--- src/rtl/cla_pkg.sv ---
`timescale 1ns/10ps
package cla_pkg;
    parameter int unsigned ADD_WIDTH  = 16;
    parameter int unsigned SLICE_BITS = 4;
    localparam int unsigned SLICE_COUNT = ADD_WIDTH / SLICE_BITS;

    // Per-bit carry terms produced by one bit cell
    typedef struct packed {
        logic gen;
        logic prop;
    } carry_term_t;
endpackage

--- src/rtl/cla_carry_cell.sv ---
`timescale 1ns/10ps
// Two-gate carry former: gen OR (prop AND carry-in)
module cla_carry_cell (
    input  logic gen_in,
    input  logic prop_in,
    input  logic cin,
    output logic cout
);
    assign cout = gen_in | (prop_in & cin);
endmodule

--- src/rtl/cla_bit_cell.sv ---
`timescale 1ns/10ps
// Partial full adder: sum plus per-bit generate/propagate, carry supplied externally
module cla_bit_cell
    import cla_pkg::*;
(
    input  logic        a_bit,
    input  logic        b_bit,
    input  logic        c_bit,
    output logic        s_bit,
    output carry_term_t term
);
    assign term.gen  = a_bit & b_bit;
    assign term.prop = a_bit ^ b_bit;
    assign s_bit     = term.prop ^ c_bit;
endmodule

--- src/rtl/cla_lookahead.sv ---
`timescale 1ns/10ps
// Lookahead network for one slice: flat carries into bits 1..N-1, slice gen/prop
module cla_lookahead #(
    parameter int unsigned N = 4
) (
    input  logic [N-1:0] gen_v,
    input  logic [N-1:0] prop_v,
    input  logic         cin,
    output logic [N-1:0] bit_carry,
    output logic         slice_g,
    output logic         slice_p
);
    always_comb begin
        logic acc;
        logic term;
        bit_carry    = '0;
        bit_carry[0] = cin;
        for (int i = 1; i < N; i++) begin
            acc = cin;
            for (int j = 0; j < i; j++) acc = acc & prop_v[j];
            for (int j = 0; j < i; j++) begin
                term = gen_v[j];
                for (int m = j + 1; m < i; m++) term = term & prop_v[m];
                acc = acc | term;
            end
            bit_carry[i] = acc;
        end
    end

    always_comb begin
        logic term;
        slice_g = 1'b0;
        slice_p = 1'b1;
        for (int j = 0; j < N; j++) begin
            term = gen_v[j];
            for (int m = j + 1; m < N; m++) term = term & prop_v[m];
            slice_g = slice_g | term;
            slice_p = slice_p & prop_v[j];
        end
    end
endmodule

--- src/rtl/cla_slice.sv ---
`timescale 1ns/10ps
// One lookahead slice: bit cells, lookahead network, carry-out cell
module cla_slice
    import cla_pkg::*;
#(
    parameter int unsigned N = 4
) (
    input  logic [N-1:0] a_s,
    input  logic [N-1:0] b_s,
    input  logic         cin,
    output logic [N-1:0] sum_s,
    output logic         slice_g,
    output logic         slice_p,
    output logic         cout
);
    carry_term_t [N-1:0] terms;
    logic [N-1:0] gen_v;
    logic [N-1:0] prop_v;
    logic [N-1:0] bit_carry;

    for (genvar i = 0; i < N; i++) begin : g_bit
        cla_bit_cell u_cell (
            .a_bit (a_s[i]),
            .b_bit (b_s[i]),
            .c_bit (bit_carry[i]),
            .s_bit (sum_s[i]),
            .term  (terms[i])
        );
        assign gen_v[i]  = terms[i].gen;
        assign prop_v[i] = terms[i].prop;
    end

    cla_lookahead #(.N(N)) u_look (
        .gen_v     (gen_v),
        .prop_v    (prop_v),
        .cin       (cin),
        .bit_carry (bit_carry),
        .slice_g   (slice_g),
        .slice_p   (slice_p)
    );

    cla_carry_cell u_out (
        .gen_in  (slice_g),
        .prop_in (slice_p),
        .cin     (cin),
        .cout    (cout)
    );
endmodule

--- src/rtl/cla16_adder.sv ---
`timescale 1ns/10ps
module cla16_adder
    import cla_pkg::*;
(
    input  logic [ADD_WIDTH-1:0]   op_a,
    input  logic [ADD_WIDTH-1:0]   op_b,
    input  logic                   carry_in,
    output logic [ADD_WIDTH-1:0]   sum_out,
    output logic                   carry_out,
    output logic [SLICE_COUNT-1:0] slice_gen,
    output logic [SLICE_COUNT-1:0] slice_prop
);
    // slice_carry[k] enters slice k; slice_carry[SLICE_COUNT] leaves the word
    logic [SLICE_COUNT:0] slice_carry;

    assign slice_carry[0] = carry_in;

    for (genvar k = 0; k < SLICE_COUNT; k++) begin : g_slice
        cla_slice #(.N(SLICE_BITS)) u_slice (
            .a_s     (op_a[k*SLICE_BITS +: SLICE_BITS]),
            .b_s     (op_b[k*SLICE_BITS +: SLICE_BITS]),
            .cin     (slice_carry[k]),
            .sum_s   (sum_out[k*SLICE_BITS +: SLICE_BITS]),
            .slice_g (slice_gen[k]),
            .slice_p (slice_prop[k]),
            .cout    (slice_carry[k+1])
        );
    end

    assign carry_out = slice_carry[SLICE_COUNT];
endmodule

--- config.mk ---
export PLATFORM = sky130hd
export DESIGN_NAME = cla16_adder
export DESIGN_NICKNAME = d
export VERILOG_FILES = /design/src/rtl/cla_pkg.sv /design/src/rtl/cla_carry_cell.sv /design/src/rtl/cla_bit_cell.sv /design/src/rtl/cla_lookahead.sv /design/src/rtl/cla_slice.sv /design/src/rtl/cla16_adder.sv
export SDC_FILE = /design/constraint.sdc
export NUM_CORES = 1
export LEC_CHECK = 0
export BUFFER_PORTS_ARGS = -buffer_cell sky130_fd_sc_hd__buf_2
export CELL_PAD_IN_SITES_DETAIL_PLACEMENT = 1
export CELL_PAD_IN_SITES_GLOBAL_PLACEMENT = 2
export CORE_MARGIN = 1.5
export CORE_UTILIZATION = 18
export DETAILED_ROUTE_END_ITERATION = 8
export PLACE_DENSITY = 0.92
export SETUP_SLACK_MARGIN = 0.3
export SYNTH_ARGS = -nofsm -noshare
export SYNTH_HDL_FRONTEND = slang
export SYNTH_HIERARCHICAL = 1
export SYNTH_SLANG_ARGS = --single-unit
--- constraint.sdc ---
create_clock -name vclk -period 3.7
set_input_delay 0.74 -clock vclk [all_inputs]
set_output_delay 0.74 -clock vclk [all_outputs]
set_load 0.05 [all_outputs]
* Yosys cells after proc, flatten, opt, wreduce, memory -nomap -nowiden
Index checks and enable logic that the tools add are counted. Widths: inputs -> output; s select.
Storage, ports and cells: register bits 0, input bits 33, output and inout port bits 25, word-level logic and storage cells 140
Operators by class: bitwise operators 140
Operators with widths (number):
- $and 1x1->1 | 68
- $or 1x1->1 | 40
- $xor 1x1->1 | 32

* Longest topological paths before layout
Gate-level depths: netlist (run 1).
depth in word-level cells 19, mapped depth 10, mapped depth without buffers 10

* By module
Netlist (run 1), hierarchy kept.
By module, submodules not included:
- cla_bit_cell | instances 16, cells each 2, area an instance 21.3 µm², sequential area each 0.0 µm²
- cla_lookahead | instances 4, cells each 13, area an instance 67.6 µm², sequential area each 0.0 µm²
- cla_carry_cell | instances 4, cells each 1, area an instance 7.5 µm², sequential area each 0.0 µm²

* Worst setup path before layout (run 1)
No wires, ideal clock.
kind input port to output port, from in op_a[1], to out sum_out[15], arrival time 3.869 ns, data required time 2.960 ns, setup slack -0.909 ns, stages 9, path buffers 0, path through ha_1 > a21oi_1 > o21ai_0 > a21o_1 > a21o_1 > a21o_1 > a21oi_2 > o21ai_0 > xor2_1
On the way: word-level cells in the longest chain between the ends 19, elaborated cells between the ends (all ways) 26, those cells by class 26 x bitwise
RTL lines:
- start: declaration | line cla16_adder.sv:5 | input logic [ADD_WIDTH-1:0] op_a,
- $xor 1x1->1 | line cla_bit_cell.sv:13 | assign term.prop = a_bit ^ b_bit;
- $and 1x1->1 (3 in a row) | line cla_lookahead.sv:36 | for (int m = j + 1; m < N; m++) term = term & prop_v[m];
- $or 1x1->1 * (3 in a row) | line cla_lookahead.sv:37 | slice_g = slice_g | term;
- named net slice_gen[0] | line cla16_adder.sv:10 | output logic [SLICE_COUNT-1:0] slice_gen,
- $or 1x1->1 * | line cla_carry_cell.sv:9 | assign cout = gen_in | (prop_in & cin);
- named net slice_carry[1] | line cla16_adder.sv:14 | logic [SLICE_COUNT:0] slice_carry;
- $and 1x1->1 * | line cla_carry_cell.sv:9
- $or 1x1->1 * | line cla_carry_cell.sv:9
- named net slice_carry[2] | line cla16_adder.sv:14
- $and 1x1->1 * | line cla_carry_cell.sv:9
- $or 1x1->1 * | line cla_carry_cell.sv:9
- named net slice_carry[3] | line cla16_adder.sv:14
- $and 1x1->1 * (3 in a row) | line cla_lookahead.sv:20 | for (int j = 0; j < i; j++) acc = acc & prop_v[j];
- $or 1x1->1 * (3 in a row) | line cla_lookahead.sv:24 | acc = acc | term;
- named net g_slice[3].u_slice.bit_carry[3] | line cla_slice.sv:19 | logic [N-1:0] bit_carry;
- $xor 1x1->1 * | line cla_bit_cell.sv:14 | assign s_bit = term.prop ^ c_bit;
- end: declaration | line cla16_adder.sv:8 | output logic [ADD_WIDTH-1:0] sum_out,
The timed path passes the listed nets; every way through them passes the cells marked *.

* Final worst setup path (run 1)
from in op_a[1], to out sum_out[14]
On the way: word-level cells in the longest chain between the ends 17, elaborated cells between the ends (all ways) 24, those cells by class 24 x bitwise
RTL lines:
- $xor 1x1->1 * | line cla_bit_cell.sv:13
- named net g_slice[0].u_slice.prop_v[1] | line cla_slice.sv:18 | logic [N-1:0] prop_v;
- $and 1x1->1 (3 in a row) | line cla_lookahead.sv:36
- $or 1x1->1 (3 in a row) | line cla_lookahead.sv:37
- $or 1x1->1 * | line cla_carry_cell.sv:9
- named net slice_carry[1] | line cla16_adder.sv:14
- $and 1x1->1 * | line cla_carry_cell.sv:9
- $or 1x1->1 * | line cla_carry_cell.sv:9
- named net slice_carry[2] | line cla16_adder.sv:14
- $and 1x1->1 * | line cla_carry_cell.sv:9
- $or 1x1->1 * | line cla_carry_cell.sv:9
- named net slice_carry[3] | line cla16_adder.sv:14
- $and 1x1->1 * (2 in a row) | line cla_lookahead.sv:20
- $or 1x1->1 * (2 in a row) | line cla_lookahead.sv:24
- named net g_slice[3].u_slice.bit_carry[2] | line cla_slice.sv:19
- $xor 1x1->1 * | line cla_bit_cell.sv:14
Marks and branches as above.

==> metrics.md, run 1 <==
| Metric | Value |
|---|---|
| Largest net degree at the start of global routing | `5` |
| Die ar. | `0.00393 mm^2` |
| Cell leakage power | `~0.00065 uW` |
| Min Tclk post-route | `3.41 ns` |
| Worst-margin pin slew | `~0.26 ns` |
| Most frequent cells in the layout | `buf_2 (50), ha_1 (12), nand2_1 (11), xor2_1 (10)` |
| Worst EP required | `about 3 ns` |
| Layout clock buffer count | `0` |
| Synth Warn # | `6` |
| Register area share after synthesis | `0%` |
| Reg area | `0 um^2` |
| Worst Setup Path Type | `input port to primary output` |
| Worst setup EP type | `primary output` |
| Initial core utilization | `19.0%` |
| Type of the worst min-delay path | `input port to primary output` |
| GPL Wtd Cong | `between 0.7 and 0.8` |
| Share of the synthesized area in the top cell type | `31.3%` |
| Crit start category | `input port` |
| Seq Cell Count | `0` |
| Wirelength per Cell | `13.0 um` |
| Post-Syn Area | `641 um^2` |
| Final-stage net count | `about 200` |
| Vias in the first global route | `950` |
| Synth area leader | `ha_1` |
| Row cnt | `21` |
| Max Slew Vio Count | `0` |
| Commonest non-fill, non-tap cell in the layout | `buf_2` |
| Status | `finished, final reports clean` |
| GR Overflow Total | `0` |
| Syn Inst Count | `88` |
| Unrepaired setup endpoints after global routing | `true` |
| # setup viols final | `0` |
| Power density over the cells | `337 mW/mm^2` |
| CORE AREA | `0.00336 mm^2` |
| Distinct cells, synth | `10` |
| Max VDD drop | `0.168 mV` |
| Max transition margin | `82.8%` |
| Area grow syn2layout | `94.7%` |
| Ratio of cells with drive above 1 in the final layout | `64.0%` |
| Via count | `approximately 860` |
| Final hold violation count | `0` |
| Die H | `62.7 um` |
| CTS Hold Bufs | `0` |
| Tcrit/Tclk final | `92.2%` |
| Via density | `4.38` |
| Mean Syn Cell Area | `7.28 um^2` |
| First-pass GRT wire length | `4250 um` |
| Global Route Usage Sum | `12.8%` |
| Fmax | `0.293 GHz` |
| Die W | `between 60 and 70 um` |
| Total iterations of the first detailed-routing run | `4` |
| Hold path cells | `3` |
| Setup tns final | `0 ns` |
| # DRC | `0` |
| Dpl hpwl | `~2200 um` |
| ANT nets after route | `0` |
| IO Count | `58` |
| Max cap viols | `0` |
| Ant. Diodes | `0` |
| Critical path fanouts, max | `4` |
| IO Port Bufs | `58` |
| Post-Syn Nets | `137` |
| Initial antenna violation count | `0` |
| Critical Path AT | `2.67 ns` |
| Iter 0 DRT Violations | `9` |
| Tot Pwr | `around 420 uW` |
| Final wirelength | `2540 um` |
| Top cells by area, synth | `ha_1 (31%), xor2_1 (22%), a21oi_1 (9.4%)` |
[cell type report]
cell class	instances	area (um^2)
fillers	425	2120
multi-input cells	80	782
repair buffers	66	393
well taps	46	57.6
inverters	4	15.0
[power by group]
part / total, uW / internal [uW] / leakage, uW / switching [uW]
Combinational: 420 / 135 / 0.000654 / 285
Sequential: 0 / 0 / 0 / 0
Clock: 0 / 0 / 0 / 0
[cells by family (layout without fill, tap and decap cells)]
| family | after synthesis | in the layout | synth area share (%) |
|---|---|---|---|
| and+or+nand+nor | 16 | 16 | 9.37 |
| buffers and inverters | 8 | 70 | 7.03 |
| xor gates and xnor gates | 16 | 16 | 21.9 |
| adders and majority gates | 16 | 16 | 31.2 |
| AOI/OAI and AO/OA | 32 | 32 | 30.5 |
[metal layers]
| metal | GRT usage, % | vias to the layer above | wire length, um |
|---|---|---|---|
| li1 | - | 425 | - |
| met1 | 13.9 | 385 | 947 |
| met2 | 26.1 | 46 | 1380 |
| met3 | 2.34 | 2 | 186 |
| met4 | 1.39 | 0 | 23 |
| met5 | 0 | - | 0 |
[timing repair]
action / CTS / global route
pin swaps: 7 / 7
gates resized for setup: 6 / 8
buffers inserted: 5 / 3
setup endpoints to repair: 3 / 5
[cells in the mapped netlist]
library cell	number
buf_4	4
o21ai_0	8
nand2_1	12
ha_1	16
a21o_1	8
a21oi_2	4
xor2_1	16
nor2_1	4
inv_2	4
a21oi_1	12
[stage by stage]
stage          worst slack, ns  instances  hold slack (ns)  instance area, um^2  util [%]
2_1_floorplan            0.287         88             1.76                  816         -
3_5_place_dp            0.0459        188             1.89                 1130      33.7
4_1_cts                  0.245        193             1.89                 1200      35.7
6_report                 0.290        196             1.88                 1250      37.1
3_3_place_gp             0.143        188             1.88                 1130      33.7
5_1_grt                  0.192        196             1.91                 1250      37.1
[worst paths after layout]
| check | end | start | slack [ns] |
|---|---|---|---|
| max | sum_out[14] | op_a[1] | 0.29 |
| min | sum_out[0] | carry_in | 1.88 |
[critical path, cell delays in order]
cell     delay [ns]
buf_6          0.10
ha_4           0.25
a21oi_4        0.18
o21ai_4        0.08
a21o_1         0.17
a21o_1         0.17
a21o_1         0.18
a21oi_2        0.19
inv_2          0.07
a21o_1         0.21
xor2_4         0.16
buf_6          0.16
(Power assumes the default switching activity.)
==> run 2: changes to the inputs <==
--- a/config.mk
+++ b/config.mk
@@ -5,11 +5,12 @@
 export SDC_FILE = /design/constraint.sdc
 export NUM_CORES = 1
 export LEC_CHECK = 0
+export ABC_AREA = 1
 export BUFFER_PORTS_ARGS = -buffer_cell sky130_fd_sc_hd__buf_2
 export CELL_PAD_IN_SITES_DETAIL_PLACEMENT = 1
 export CELL_PAD_IN_SITES_GLOBAL_PLACEMENT = 2
 export CORE_MARGIN = 1.5
-export CORE_UTILIZATION = 18
+export CORE_UTILIZATION = 19
 export DETAILED_ROUTE_END_ITERATION = 8
 export PLACE_DENSITY = 0.92
 export SETUP_SLACK_MARGIN = 0.3
==> run 2 against run 1 <==
The run now ends with design-rule violations left. First-iteration DRC count rose to 2.7 times the previous value. Combinational power decreased by 13%. Via count up 41%. Setup slack improved by 0.19 ns. Critical path depth rose by 4. Synthesized cell count up 100%. Design area is 7.1% higher. Largest cell class unchanged.
==> metrics.md, run 2 <==
| Metric | Value |
|---|---|
| Mean Syn Cell Area | `4.98 um^2 (-32%)` |
| Max VDD drop | `0.0765 mV (-54%)` |
| Setup tns final | `0 ns (unchanged)` |
| Worst path max stage delay | `0.26 ns (about the same)` |
| Worst EP required | `2.96 ns (about the same)` |
| Most frequent CP cell | `nand2_1` |
| Worst-path cell chain | `buf_2, ha_4, nand4_1, nand4_1, inv_1, nand2_2, nand2_1, nand2_2, buf_4, a21o_1, nand2_1, nand2_1, inv_1, nand2_1, nand2_2, buf_2` |
| # DRC | `1 (+1)` |
| Post-Syn Nets | `229 (+67%)` |
| Largest net degree at the start of global routing | `9 (+4)` |
| Max cap viols | `0 (unchanged)` |
| Layout clock buffer count | `0 (unchanged)` |
| Commonest non-fill, non-tap cell in the layout | `nand2_1` |
| Crit start category | `input port` |
| Total iterations of the first detailed-routing run | `8 (+4)` |
| Worst Setup Path Type | `input port to primary output` |
| Hold wc startpoint | `carry_in` |
| Via count | `1,214 (+41%)` |
| Final wirelength | `2730 um (+7.7%)` |
| Ant. Diodes | `0 (unchanged)` |
| Most frequent cells in the layout | `nand2_1 (71), buf_2 (57), inv_1 (48), nand4_1 (16), ha_1 (12)` |
| Iter 0 DRT Violations | `24 (+15)` |
| Tcrit/Tclk final | `87.1% (-5.1 points)` |
| ANT nets after route | `0 (unchanged)` |
| Final hold violation count | `0 (unchanged)` |
| Unrepaired setup endpoints after global routing | `true` |
| Ratio of cells with drive above 1 in the final layout | `32.1% (-32 points)` |
| Type of the worst min-delay path | `input port to primary output` |
| Seq pwr share | `0% (unchanged)` |
| CP top delay family | `simple AND/OR/NAND/NOR gates` |
| Synth area leader | `nand2_1` |
| Worst Path Buf+Inv | `5 (+2)` |
| Wirelength per Cell | `9.46 um (-27%)` |
| Initial core utilization | `20.2% (+1.1 points)` |
| Syn Inst Count | `180 (+100%)` |
| P_sw | `255 uW (-11%)` |
| Final-stage net count | `288 (+43%)` |
| Cell leakage power | `0.000881 uW (+35%)` |
| Comb power frac | `100.0% (about the same)` |
| Min-Delay Endpoint | `sum_out[0]` |
| Failing checks | `design-rule violations` |
| Critical Path AT | `2.48 ns (-0.19 ns)` |
| IO Count | `58 (unchanged)` |
| Worst-margin pin slew | `0.258 ns (+0.000477 ns)` |
| CP max stage cell | `ha_4` |
| Max Slew Vio Count | `0 (unchanged)` |
| Synth Warn # | `6 (unchanged)` |
| Fmax | `0.310 GHz (+5.8%)` |
| CORE AREA | `0.00444 mm^2 (+32%)` |
| Max transition margin | `82.8% (about the same)` |
| Final core occ | `30.1% (-7.0 points)` |
| Row cnt | `24 (+14%)` |
| Register area share after synthesis | `0% (unchanged)` |
| Top cells by area, synth | `nand2_1 (34%), ha_1 (22%), inv_1 (20%)` |
| Area grow syn2layout | `49.2%` |
| Status | `finished, violations left` |
| Min Tclk post-route | `3.22 ns (-0.188 ns)` |
| Final instance area | `0.00134 mm^2 (+7.1%)` |
| # setup viols final | `0 (unchanged)` |
| Via density | `4.20 (-4.0%)` |
| Clock Power Share | `0% (unchanged)` |
| Die ar. | `0.00514 mm^2 (+31%)` |
| GR Overflow Total | `0 (unchanged)` |
| Seq Cell Count | `0 (unchanged)` |
| Reg area | `0 um^2 (unchanged)` |
| Instance area at placement | `0.00129 mm^2 (+14%)` |
| First-pass GRT wire length | `4860 um (+14%)` |
| Tot Pwr | `364 uW (-14%)` |
| Share of the synthesized area in the top cell type | `33.5% (+2.3 points)` |
| Die W | `71.7 um (+14%)` |
| Hold path cells | `4 (+1)` |
| Critical path fanouts, max | `7 (+3)` |
| Worst setup EP type | `primary output` |
| Initial antenna violation count | `0 (unchanged)` |
| Post-Syn Area | `896 um^2 (+40%)` |
| Fillers | `624 (+47%)` |
| Switch share | `70.2% (+2.3 points)` |
| Count leader, synth | `nand2_1` |
| Global Route Usage Sum | `10.9% (-2.0 points)` |
| GPL Wtd Cong | `0.739 (-3.5%)` |
| Power density over the cells | `272 mW/mm^2 (-19%)` |
| Commonest cells in the netlist | `nand2_1 (80), inv_1 (48), ha_1 (16), nand4_1 (16), nand3_1 (8)` |
| Die H | `71.7 um (+14%)` |
| Internal Dissipation | `108 uW (-20%)` |
| Dpl hpwl | `2480 um (+15%)` |
| Distinct cells, synth | `8 (-2)` |
| Multi-input gate area | `768 um^2 (-1.8%)` |
| IO Port Bufs | `58 (unchanged)` |
| Vias in the first global route | `1,231 (+30%)` |
[run 2: changes by cell type after synthesis, moves of 8 or more]
cell     delta
inv_1      +48
nand4_1    +16
a21oi_1    -12
nand2_1    +68
nand3_1     +8
xor2_1     -16
o21ai_0     -8
[run 2: area by class of cell]
class | instances | share of cell area [%]
Multi-Input combinational cell | 128 | 57.5
Timing Repair Buffer | 61 | 24.2
Inverter | 48 | 13.5
Tap cell | 52 | 4.87
[run 2: per-layer routing]
layer | vias to the layer above | wire length (um) | track usage (%)
met5 | - | 0 | 0
li1 | 667 | - | -
met1 | 514 | 1220 | 13.4
met3 | 2 | 167 | 1.13
met4 | 0 | 19 | 0.629
met2 | 31 | 1330 | 21.0
[run 2: logic make-up after synthesis]
| family | after synthesis | synth area share (%) |
|---|---|---|
| buffers and inverters | 52 | 23.5 |
| AND/OR/NAND/NOR | 108 | 50.8 |
| AO/OA/AOI/OAI | 4 | 3.35 |
| adder cells (fa/ha/maj) | 16 | 22.3 |
[run 2: worst max path at each step]
stage          cells past startpoint    start  slack, ns           to
2_1_floorplan                     15  op_a[1]       0.29  sum_out[14]
3_3_place_gp                      16  op_a[0]       0.39  sum_out[14]
4_1_cts                           16  op_a[0]       0.36  sum_out[14]
5_1_grt                           17  op_b[2]       0.29  sum_out[14]
3_5_place_dp                      16  op_a[0]       0.36  sum_out[14]
6_report                          16  op_a[1]       0.48  sum_out[10]
[run 2: what timing repair did]
action,in CTS,in global routing
setup endpoints to repair,0,2
setup buffers,0,3
hold buffers,0,0
hold endpoints to repair,0,0
resized for setup,0,7
[run 2: stage by stage]
step / worst slack (ns) / cells / hold WS, ns
floorplan: 0.287 / 180 / 1.84
global placement: 0.393 / 286 / 1.92
detailed placement: 0.359 / 286 / 1.91
CTS: 0.356 / 286 / 1.92
global route: 0.287 / 289 / 1.94
finish: 0.479 / 289 / 1.91
[run 2: power by group through the flow]
stage               Clock [uW]  Sequential [uW]  Combinational (uW)
floorplan                    0                0                 276
global placement             0                0                 348
detailed placement           0                0                 354
CTS                          0                0                 355
global route                 0                0                 398
finish                       0                0                 364
